--- config.mk ---
export PLATFORM = sky130hd
export DESIGN_NAME = hs_frame_gen
export DESIGN_NICKNAME = d
export VERILOG_FILES = /design/src/rtl/hs_frame_gen.sv
export SDC_FILE = /design/constraint.sdc
export NUM_CORES = 1
export LEC_CHECK = 0
export ABC_CLOCK_PERIOD_IN_PS = 10200
export CAP_MARGIN = 20
export CORE_MARGIN = 2
export CORE_UTILIZATION = 54
export CTS_CLUSTER_DIAMETER = 100
export DETAILED_ROUTE_END_ITERATION = 6
export GPL_TIMING_DRIVEN = 0
export PLACE_DENSITY = 0.82
export SYNTH_ARGS = -nofsm -noshare
export SYNTH_HDL_FRONTEND = slang
export SYNTH_SLANG_ARGS = --single-unit
--- constraint.sdc ---
create_clock -name clk -period 10.2 [get_ports clk]
set_input_delay 1.02 -clock clk [delete_from_list [all_inputs] [get_ports clk]]
set_output_delay 1.02 -clock clk [all_outputs]
set_load 0.01 [all_outputs]
--- src/rtl/hs_frame_gen.sv ---
module hs_frame_gen #(
  parameter int SEED_ROUNDS = 2,
  parameter int CSUM_ROUNDS = 4
) (
  input  logic        clk,
  input  logic        rst_n,
  input  logic        start,
  input  logic [7:0]  seed,
  input  logic [47:0] csum,
  input  logic        region_pal,
  input  logic        disk_mode,
  input  logic        hs_clk,
  output logic        line_pull,
  output logic        done
);
  localparam logic [2:0] PH_IDLE = 3'd0, PH_ID = 3'd1, PH_SEED = 3'd2,
                         PH_GAP = 3'd3, PH_CSUM = 3'd4;
  localparam logic [3:0] SEED_BASE = 4'd10;

  logic [2:0]  phase;
  logic [5:0]  bitcnt;
  logic [2:0]  sy;
  logic        armed;
  logic [2:0]  enc_left;
  logic [3:0]  enc_base;
  logic [1:0]  id_q;
  logic [47:0] csum_q;
  logic [3:0]  buf_q   [16];
  logic [3:0]  buf_enc [16];
  logic [3:0]  d;
  logic        cur, last, fall, rise;
  logic [3:0]  seed_idx;

  assign fall = sy[2] & ~sy[1];
  assign rise = ~sy[2] & sy[1];
  assign seed_idx = SEED_BASE + {1'b0, bitcnt[4:2]};

  always_comb begin
    buf_enc = buf_q;
    d = buf_q[enc_base];
    for (int i = 1; i < 16; i++) begin
      if (i > int'(enc_base)) begin
        d = d + 4'd1 + buf_q[i];
        buf_enc[i] = d;
      end
    end
  end

  always_comb begin
    case (phase)
      PH_ID:   cur = {id_q, 2'b01}[~bitcnt[1:0]];
      PH_SEED: cur = buf_q[seed_idx][~bitcnt[1:0]];
      PH_CSUM: cur = buf_q[bitcnt[5:2]][~bitcnt[1:0]];
      default: cur = 1'b0;
    endcase
  end

  assign last = (phase == PH_ID   && bitcnt == 6'd3)  ||
                (phase == PH_SEED && bitcnt == 6'd23) ||
                (phase == PH_GAP)                     ||
                (phase == PH_CSUM && bitcnt == 6'd63);

  always_ff @(posedge clk or negedge rst_n) begin
    if (!rst_n) begin
      phase <= PH_IDLE;
      bitcnt <= '0;
      sy <= 3'b111;
      armed <= 1'b0;
      enc_left <= '0;
      enc_base <= '0;
      id_q <= '0;
      csum_q <= '0;
      line_pull <= 1'b0;
      done <= 1'b0;
      for (int i = 0; i < 16; i++) buf_q[i] <= '0;
    end else begin
      sy <= {sy[1:0], hs_clk};
      done <= 1'b0;
      if (enc_left != 3'd0) begin
        buf_q <= buf_enc;
        enc_left <= enc_left - 3'd1;
      end
      if (phase == PH_IDLE) begin
        if (start) begin
          phase <= PH_ID;
          bitcnt <= '0;
          armed <= 1'b0;
          id_q <= {disk_mode, region_pal};
          csum_q <= csum;
          buf_q[10] <= 4'hB;
          buf_q[11] <= 4'h5;
          buf_q[12] <= seed[7:4];
          buf_q[13] <= seed[3:0];
          buf_q[14] <= seed[7:4];
          buf_q[15] <= seed[3:0];
          enc_base <= SEED_BASE;
          enc_left <= 3'(SEED_ROUNDS);
        end
      end else if (fall) begin
        armed <= 1'b1;
        if (!cur) line_pull <= 1'b1;
      end else if (rise && armed) begin
        armed <= 1'b0;
        line_pull <= 1'b0;
        if (!last) begin
          bitcnt <= bitcnt + 6'd1;
        end else begin
          bitcnt <= '0;
          case (phase)
            PH_ID:   phase <= PH_SEED;
            PH_SEED: begin
              phase <= PH_GAP;
              for (int i = 0; i < 4; i++) buf_q[i] <= '0;
              for (int j = 0; j < 12; j++) buf_q[4 + j] <= csum_q[(47 - 4 * j) -: 4];
              enc_base <= 4'd0;
              enc_left <= 3'(CSUM_ROUNDS);
            end
            PH_GAP:  phase <= PH_CSUM;
            default: begin
              phase <= PH_IDLE;
              done <= 1'b1;
            end
          endcase
        end
      end
    end
  end
endmodule

==> flow_summary.json, run 1 <==
{
  "hpwlAfterDp_um": 17600,
  "cts_buffers": 17,
  "setup_tns_ps": -2840,
  "postRouteAntennaNets": 0,
  "setup-violations-final": 6,
  "grt_pass1_wl_um": 40400,
  "hold_viol": 0,
  "muxShareOfSynthArea_pct": 9.39,
  "slew-limit-headroom_pct": 17.4,
  "cts_hold_buffers": 0,
  "drt-met1-wl_um": 10000,
  "fin_cells": 1328,
  "dieArea_sq_mm": 0.0170,
  "cts_root_buffer": "clkbuf_16",
  "viasPerCell": 6.18,
  "synth_edf_count": 0,
  "synth_compound_area_share_pct": 15.3,
  "startpoint": "enc_base[1]$_DFFE_PN0P_",
  "antenna_cells": 0,
  "start_util_pct": 54.8,
  "synth_nets": 1092,
  "violations": "setup timing",
  "clk_pin_slew_ps": 70,
  "wl_met2_um": 12200,
  "maxCapViolCount": 0,
  "cp-end-kind": "flip-flop",
  "critPathMostFrequentCell": "nor2_1",
  "routed.top_layer": "met4",
  "max_slew.worst_pin.slew_ps": 1230,
  "cts.htree.levels": 4,
  "drive_gt1_share_pct": 15.7,
  "antenna_found_initial": 0,
  "synth-simple-area-share_pct": 16.4,
  "grt_pass1_vias": 7862,
  "crit_slowest_cell": "fa_2",
  "grt_max_degree": 90,
  "holdPathStages": 0,
  "min_period_ps": 11250,
  "synth_cell_types": 57,
  "timing.final.ws_setup_ps": -1050,
  "power_density_mw_per_mm2": 358,
  "synth_fa_ha_area_share_pct": 10.7,
  "wl_per_cell_um": 20.2,
  "synthCells": 966,
  "crit_arrival_ps": 11550,
  "reg2reg_depth": 48,
  "fin_crit_sh_pct": 110,
  "worst-path-stages": 48,
  "fin_nets": 1225,
  "r2r-start": "enc_base[1]$_DFFE_PN0P_",
  "dp.cells": 1246,
  "multiInputGateArea_sq_mm": 0.00532,
  "core_sq_mm": 0.0158,
  "synth_largest_area_cell": "dfrtp_1",
  "path_max_fanout": 3,
  "gp_congestion": 0.982,
  "die_y_um": 130,
  "final-seq-area_sq_mm": 0.00324,
  "syn_avg_cell_area_sq_um": 8.94,
  "ys_dominant_reg_cell": "dfrtp_1",
  "area_delta_synth_final_pct": 25.7,
  "hold-worst-slack_ps": 357,
  "critical-path-max-stage-delay_ps": 540,
  "crit_type": "flip-flop to flip-flop",
  "p_total_uw": 3880,
  "critPathTopFamily": "adder cells",
  "max_clock_freq_mhz": 88.9,
  "rows": 46,
  "start_kind": "flip-flop",
  "grt_usage_pct": 31.5,
  "synth.area.top_cells": "dfrtp_1, nand2_1, ha_1",
  "synth_xor_area_share_pct": 6.29,
  "nFillCells": 1146,
  "clock_sinks": 129,
  "dr.first_iter.drc_count": 1129,
  "clockBufferDepth": 2,
  "async_reset_ff_share_pct": 100,
  "ys_seq_area_share_pct": 37.4,
  "drv_slew": 0,
  "die_width_um": 130,
  "p_leak_uw": 0.00490,
  "overflow": 0,
  "synth_seq_cells": 129,
  "worstPathRequired_ps": 10500,
  "dr_wl_met3_um": 3020,
  "peakVddDrop_uv": 381,
  "yosysWarnings": 0,
  "vias": 8206,
  "syn-cell-area_sq_mm": 0.00864,
  "firstDrtPassIters": 5,
  "insertion_delay_ps": 430,
  "hp-class": "flip-flop to flip-flop",
  "finClkSkew_ps": 10.3,
  "yosysTopAreaCellShare_pct": 36.5,
  "synth_top_family_by_area": "simple AND/OR/NAND/NOR gates",
  "place_ws_ps": -1130,
  "cts_tree": "built",
  "outcome": "complete, but fails checks",
  "wirelength_um": 26800,
  "port_buffers": 63,
  "hold_start": "sy[0]$_DFF_PN1_",
  "drc_errors": 0,
  "critPathBufInv": 1,
  "rsz0062_at_grt": "yes",
  "ios": 64
}
==> area by class of cell <==
class / instances / area share, %
repair buffers: 114 / 9.64
multi-input cells: 733 / 49.0
well taps: 216 / 2.49
plain buffers: 56 / 2.28
clock inverters: 15 / 1.19
clock buffers: 17 / 3.92
flip-flops and latches: 129 / 29.8
inverters: 48 / 1.71
==> metal layers <==
metal	track usage, %	vias to the layer above
li1	-	3572
met1	41.9	3925
met2	49.6	565
met3	7.21	144
met4	14.8	0
met5	0	-
==> cells in the mapped netlist (all sizes together) (2+ instances only) <==
| cell | count |
|---|---|
| mux2i | 21 |
| a221o | 5 |
| ha | 49 |
| nand2 | 240 |
| fa | 15 |
| a221oi | 2 |
| a21oi | 55 |
| nor3b | 3 |
| nor3 | 2 |
| mux4 | 24 |
| nor4 | 2 |
| a21o | 20 |
| a211oi | 11 |
| dfstp | 3 |
| nand3 | 4 |
| nand4b | 2 |
| nand3b | 3 |
| a22oi | 19 |
| dfrtp | 126 |
| o211ai | 6 |
| xor2 | 21 |
| nor2b | 7 |
| a31oi | 16 |
| xnor3 | 5 |
| clkbuf | 52 |
| buf | 4 |
| nor2 | 74 |
| inv | 48 |
| o31ai | 5 |
| o21ai | 63 |
| nand2b | 6 |
| and2 | 4 |
| mux2 | 5 |
| xnor2 | 28 |
==> power by group <==
| part | switching [uW] | internal, uW |
|---|---|---|
| Combinational | 1260 | 1300 |
| Sequential | 115 | 634 |
| Clock | 262 | 317 |
==> what timing repair did <==
action                     in CTS  in global routing
pin swaps                      11                 20
setup endpoints to repair       6                  8
hold endpoints to repair        0                  0
buffers inserted               28                 23
gates resized for setup        21                 36
==> sequential cells by signal, summed over array words and instances (netlist names) <==
register   flops
csum_q        48
done           1
id_q           2
armed          1
buf_q         60
enc_base       1
phase          3
sy             3
enc_left       3
bitcnt         6
line_pull      1
==> logic make-up (layout without fill, tap and decap cells) <==
family	count (synthesis)	after routing
buf+inv	104	250
simple gates	351	351
xor+xnor	54	54
mux	50	50
compound gates	213	213
flops	129	129
fa+ha+maj	65	65
==> per-stage QoR <==
| step | util [%] | cell area [sq um] |
|---|---|---|
| final | 68.8 | 10900 |
| after floorplan | - | 8680 |
| after detailed placement | 61.0 | 9610 |
| after global placement | 60.8 | 9580 |
| after global routing | 68.8 | 10900 |
| after CTS | 66.4 | 10500 |
==> worst reg2reg max path: cells and delay by family (launching register included) <==
family / cells / cell delay (ps)
adders and majority gates: 15 / 5750
AOI/OAI and AO/OA: 10 / 1550
buffers and inverters: 1 / 140
xor gates and xnor gates: 12 / 2360
DFF: 1 / 450
and+or+nand+nor: 10 / 890
==> path summary, 6_finish.rpt <==
kind	endpoint	slack, ps
min reg2reg	sy[1]$_DFF_PN1_	360
min	sy[1]$_DFF_PN1_	360
max in group asynchronous	sy[2]$_DFF_PN1_	8880
max reg2reg	buf_q[3]$_DFF_PN0_	-1050
min in group asynchronous	csum_q[38]$_DFFE_PN0P_	490
max	buf_q[3]$_DFF_PN0_	-1050
==> cell usage in the layout, fill, tap and decap left out, types with 9 or more instances in the layout <==
cell type        synthesis  final
nand2_1                240    237
dfrtp_1                126    123
nor2_1                  74     74
clkdlybuf4s50_1          0     62
clkbuf_1                52     49
buf_4                    0     48
a21oi_1                 53     45
o21ai_1                 44     44
ha_1                    49     41
inv_1                   39     38
xnor2_1                 28     24
mux4_2                  24     24
a21o_1                  20     20
mux2i_1                 20     20
o21ai_0                 19     19
a22oi_1                 19     19
clkbuf_16                0     18
a31oi_1                 16     16
xor2_1                  21     11
a211oi_1                10     10
inv_2                    9      9
(Power assumes the default switching activity.)
==> run 2, diff against run 1 <==
==> config.mk (replaced) <==
export PLATFORM = sky130hd
export DESIGN_NAME = hs_frame_gen
export DESIGN_NICKNAME = d
export VERILOG_FILES = /design/src/rtl/hs_frame_gen.sv
export SDC_FILE = /design/constraint.sdc
export NUM_CORES = 1
export LEC_CHECK = 0
export ABC_CLOCK_PERIOD_IN_PS = 11410
export CAP_MARGIN = 20
export CORE_UTILIZATION = 60
export CTS_CLUSTER_DIAMETER = 100
export DETAILED_ROUTE_END_ITERATION = 6
export GPL_TIMING_DRIVEN = 0
export PLACE_DENSITY = 0.86
export SYNTH_ARGS = -nofsm -noshare
export SYNTH_HDL_FRONTEND = slang
export SYNTH_SLANG_ARGS = --single-unit
==> constraint.sdc (replaced) <==
create_clock -name clk -period 11.41 [get_ports clk]
set_input_delay 1.141 -clock clk [delete_from_list [all_inputs] [get_ports clk]]
set_output_delay 1.141 -clock clk [all_outputs]
set_load 0.01 [all_outputs]
==> run 2 against run 1 <==
The run now ends clean. Sequential share of layout area grew 0.60 points. Maximum frequency shrank 1.3%. Clock skew is essentially flat. Utilization grew 7.5 points. Critical endpoint unchanged. Largest power group unchanged.
==> flow_summary.json, run 2 (synthesized netlist as in run 1, its figures left out) <==
{
  "outcome": "completed",
  "finClkSkew_ps": 9.88,
  "clockBufferDepth": 2,
  "top_register": "buf_q",
  "crit_arrival_ps": 11700,
  "critPathBufInv": 1,
  "start_kind": "flip-flop",
  "cts.htree.levels": 4,
  "hold_viol": 0,
  "dp.cells": 1210,
  "vias": 8262,
  "port_buffers": 63,
  "insertion_delay_ps": 440,
  "clock_sinks": 129,
  "firstDrtPassIters": 6,
  "grt_usage_pct": 36.6,
  "path_max_fanout": 3,
  "wl_met2_um": 12100,
  "final_area_sq_mm": 0.0106,
  "clk_pin_slew_ps": 60,
  "critical-path-max-stage-delay_ps": 600,
  "fin_cells": 1277,
  "ios": 64,
  "rsz0062_at_grt": "yes",
  "antenna_cells": 0,
  "drt-met1-wl_um": 9810,
  "dr.first_iter.drc_count": 1100,
  "grt_max_degree": 99,
  "worstPathRequired_ps": 11720,
  "viasPerCell": 6.47,
  "fin_crit_sh_pct": 99.8,
  "cp-end-kind": "flip-flop",
  "peakVddDrop_uv": 369,
  "critPathTopFamily": "adder cells",
  "utilization_pct": 76.4,
  "postRouteAntennaNets": 0,
  "antenna_found_initial": 0,
  "hpwlAfterDp_um": 17600,
  "setup-violations-final": 0,
  "drv_slew": 0,
  "critPathMostFrequentCell": "a21o_1",
  "die_width_um": 122,
  "largest_registers": "buf_q (60), csum_q (48), bitcnt (6)",
  "dr_wl_met3_um": 3170,
  "place_ws_ps": -1110,
  "cts_tree": "built",
  "place_area_sq_mm": 0.00952,
  "rows": 43,
  "cts_root_buffer": "clkbuf_16",
  "wl_per_cell_um": 20.8,
  "grt_pass1_wl_um": 40400,
  "timing.final.ws_setup_ps": 20.2,
  "routed.top_layer": "met4",
  "min_period_ps": 11390,
  "core_sq_mm": 0.0139,
  "max_slew.worst_pin.slew_ps": 1020,
  "dieArea_sq_mm": 0.0149,
  "final_cell_mix": "nand2_1, dfrtp_1, nor2_1",
  "crit_type": "flip-flop to flip-flop",
  "area_delta_synth_final_pct": 23.2,
  "grt_pass1_vias": 7830,
  "p_leak_uw": 0.00484,
  "crit_slowest_cell": "fa_2",
  "gp_congestion": 0.988,
  "fin_nets": 1210,
  "slew-limit-headroom_pct": 31.6,
  "cts_hold_buffers": 0,
  "hp-class": "flip-flop to flip-flop",
  "layout_commonest_cell": "nand2_1",
  "die_y_um": 122,
  "wirelength_um": 26600,
  "cts_buffers": 17,
  "drive_gt1_share_pct": 13.1,
  "power_density_mw_per_mm2": 327,
  "maxCapViolCount": 0,
  "largest_reg_flops": 60,
  "start_util_pct": 62.0,
  "overflow": 0,
  "drc_errors": 0,
  "max_clock_freq_mhz": 87.8
}
-- run 2: cell count changes in the layout (fill, tap and decap cells not counted), moves of 3 or more --
cell	before	now
xnor2_1	24	27
buf_4	48	33
a21oi_1	45	48
nand2_1	237	240
inv_6	4	8
clkinvlp_4	5	2
xnor2_2	4	1
-- run 2: routing by layer --
metal	vias to the layer above	track usage (%)
met3	149	10.6
met2	637	54.8
met1	3928	47.4
li1	3548	-
met4	0	21.2
met5	-	0
-- run 2: worst paths after layout --
path                                              start                     end  slack, ps  depth (start not counted)
worst max-delay path            enc_base[1]$_DFFE_PN0P_      buf_q[3]$_DFF_PN0_         20                         34
worst min-delay path                    sy[0]$_DFF_PN1_         sy[1]$_DFF_PN1_        350                          0
worst max register to register  enc_base[1]$_DFFE_PN0P_      buf_q[3]$_DFF_PN0_         20                         34
worst min register to register          sy[0]$_DFF_PN1_         sy[1]$_DFF_PN1_        350                          0
max in group asynchronous                         rst_n     buf_q[21]$_DFF_PN0_       9970                          2
min in group asynchronous                         rst_n  csum_q[38]$_DFFE_PN0P_        570                          1
-- run 2: final cells by class --
type | count | area, sq um
multi-input combinational | 733 | 5230
fill | 846 | 3290
sequential | 129 | 3240
timing repair buffer | 100 | 935
clock buffer | 18 | 439
buffer | 55 | 229
tap | 180 | 225
inverter | 48 | 183
clock inverter | 14 | 165
-- run 2: through the flow --
stage                     hold slack (ps)  TNS (ps)  total power (uW)
after floorplan                       345         0              2030
after global placement                347     -2010              2310
after detailed placement              347     -2840              2380
after CTS                             355         0              3060
after global routing                  363      -234              3620
final                                 354         0              3480
-- run 2: report_power, final --
group	internal, uW	switching, uW	total, uW	leakage [uW]
clock network	335	239	573	0.000292
registers	566	105	671	0.00167
logic	1100	1130	2230	0.00288
-- run 2: repair_timing --
action,4_1_cts,5_1_grt
endpoints found under the setup margin,5,3
pin swaps,11,45
buffers inserted,7,28
resized for setup,19,26
==> run 3, diff against run 2 <==
--- a/config.mk
+++ b/config.mk
@@ -12,6 +12,8 @@
 export DETAILED_ROUTE_END_ITERATION = 6
 export GPL_TIMING_DRIVEN = 0
 export PLACE_DENSITY = 0.86
+export REMOVE_ABC_BUFFERS = 1
+export SLEW_MARGIN = 20
 export SYNTH_ARGS = -nofsm -noshare
 export SYNTH_HDL_FRONTEND = slang
 export SYNTH_SLANG_ARGS = --single-unit
==> run 3 against run 2 <==
First-iteration DRC count down 32%. Count of clock-buffer cells in the layout up 1. Sequential power up 5.8%. Die area unchanged. Power up 3.3%. Clock skew about the same. Critical endpoint unchanged. Register-to-register slack worse by 70 ps. The flow now finishes with violations (setup timing). Critical path depth up 22. Maximum frequency down 0.65%. Combinational power up 4%.
==> flow_summary.json, run 3 (synthesized netlist as in run 1, its figures left out) <==
{
  "outcome": "complete, but fails checks",
  "violations": "setup timing",
  "dr.first_iter.drc_count": 744,
  "area_delta_synth_final_pct": 22.6,
  "cts_tree": "built",
  "antenna_found_initial": 0,
  "postRouteAntennaNets": 0,
  "vias": 7806,
  "critPathMostFrequentCell": "nor2_1",
  "largest_reg_flops": 60,
  "grt_pass1_wl_um": 36200,
  "path_max_fanout": 5,
  "reg2reg_depth": 56,
  "gp_congestion": 0.869,
  "ios": 64,
  "hold_viol": 0,
  "p_leak_uw": 0.00485,
  "hpwlAfterDp_um": 14200,
  "finClkSkew_ps": 9.79,
  "cts_hold_buffers": 0,
  "die_y_um": 122,
  "drive_gt1_share_pct": 14.9,
  "cts_buffers": 17,
  "crit_slowest_cell": "dfrtp_4",
  "setup-violations-final": 1,
  "routed.top_layer": "met4",
  "drv_slew": 0,
  "reg2reg_slack_ps": -50,
  "r2r-start": "enc_base[1]$_DFFE_PN0P_",
  "viasPerCell": 6.34,
  "cts.htree.levels": 4,
  "die_width_um": 122,
  "drc_errors": 0,
  "maxCapViolCount": 0,
  "max_clock_freq_mhz": 87.2,
  "crit_path_end": "buf_q[3]$_DFF_PN0_",
  "rows": 43,
  "dr_wl_met3_um": 2060,
  "fin_nets": 1165,
  "min_period_ps": 11460,
  "clockBufferDepth": 2,
  "dieArea_sq_mm": 0.0149,
  "wl_per_cell_um": 19.8,
  "worstPathRequired_ps": 11700,
  "grt_pass1_vias": 7448,
  "utilization_pct": 76.0,
  "layout_commonest_cell": "nand2_1",
  "power_density_mw_per_mm2": 339,
  "rr_endpoint": "buf_q[3]$_DFF_PN0_",
  "startpoint": "enc_base[1]$_DFFE_PN0P_",
  "grt_usage_pct": 31.9,
  "wirelength_um": 24300,
  "drt-met1-wl_um": 8820,
  "cts_root_buffer": "clkbuf_16",
  "nFillCells": 878,
  "rsz0062_at_grt": "yes",
  "clk_pin_slew_ps": 60,
  "largest_registers": "buf_q (60), csum_q (48), bitcnt (6)",
  "antenna_cells": 0,
  "cp-end-kind": "flip-flop",
  "start_kind": "flip-flop",
  "port_buffers": 63,
  "wl_met2_um": 12200,
  "peakVddDrop_uv": 406,
  "hold-worst-slack_ps": 355,
  "top_register": "buf_q",
  "slew-limit-headroom_pct": 26.3,
  "overflow": 0,
  "start_util_pct": 62.0,
  "timing.final.ws_setup_ps": -54.1,
  "crit_type": "flip-flop to flip-flop",
  "final_cell_mix": "nand2_1, dfrtp_1, nor2_1",
  "hp-class": "flip-flop to flip-flop",
  "crit_arrival_ps": 11760,
  "firstDrtPassIters": 6,
  "grt_max_degree": 71,
  "insertion_delay_ps": 440,
  "fin_crit_sh_pct": 100,
  "core_sq_mm": 0.0139,
  "max_slew.worst_pin.slew_ps": 1100,
  "critical-path-max-stage-delay_ps": 530,
  "clock_sinks": 129
}
## run 3: cell types whose count changed in the layout (fill, tap and decap cells not counted), sizes merged
cell,delta
buf,+6
bufinv,+1
clkbuf,-50
clkinv,+4
clkinvlp,+2
inv,-8
## run 3: cell type report
| class | count | area (sq um) | area share, % |
|---|---|---|---|
| Multi-Input combinational cell | 733 | 5280 | 49.9 |
| Sequential cell | 129 | 3240 | 30.6 |
| Timing Repair Buffer | 110 | 1050 | 9.95 |
| Clock buffer | 19 | 443 | 4.18 |
| Tap cell | 180 | 225 | 2.13 |
| Inverter | 48 | 183 | 1.73 |
| Clock inverter | 13 | 161 | 1.53 |
## run 3: how the worst min path moves through the flow
stage                               start  cells after the start         endpoint  slack (ps)
final                     sy[0]$_DFF_PN1_                      0  sy[1]$_DFF_PN1_         350
after global routing      sy[0]$_DFF_PN1_                      0  sy[1]$_DFF_PN1_         360
after CTS                 sy[0]$_DFF_PN1_                      0  sy[1]$_DFF_PN1_         360
after detailed placement  sy[0]$_DFF_PN1_                      0  sy[1]$_DFF_PN1_         350
after global placement    sy[0]$_DFF_PN1_                      0  sy[1]$_DFF_PN1_         350
after floorplan           sy[0]$_DFF_PN1_                      0  sy[1]$_DFF_PN1_         350
## run 3: worst max-delay path, delay by kind of cell (launching register included)
| kind | cells | cell delay, ps |
|---|---|---|
| fa+ha+maj | 14 | 4890 |
| xor+xnor | 17 | 3280 |
| simple gates | 17 | 1460 |
| compound gates | 6 | 840 |
| flops | 1 | 530 |
| buf+inv | 2 | 290 |
## run 3: through the flow
stage / total power (uW) / cells / TNS (ps) / setup slack, ps / instance area, sq um
6_report: 3590 / 1232 / -54.1 / -54.1 / 10600
3_3_place_gp: 2280 / 1153 / -2360 / -988 / 9280
2_1_floorplan: 2010 / 910 / 0 / 47.2 / 8430
4_1_cts: 3090 / 1208 / 0 / 7.98 / 10200
5_1_grt: 3770 / 1232 / -600 / -435 / 10600
3_5_place_dp: 2400 / 1164 / -2840 / -1100 / 9460
## run 3: repair_timing
item | CTS | global route
setup buffers | 12 | 24
pin swaps | 11 | 47
gates cloned | 0 | 0
endpoints found under the setup margin | 6 | 3
resized for setup | 10 | 25
## run 3: per-layer routing
layer | GRT usage [%] | vias to the layer above
met3 | 6.37 | 124
li1 | - | 3458
met5 | 0 | -
met1 | 38.9 | 3756
met4 | 16.9 | 0
met2 | 53.2 | 468
## run 3: report_power, final
group          total (uW)  switching, uW  internal, uW
registers             710            144           567
logic                2320           1150          1170
clock network         564            215           348
total                3590           1510          2080
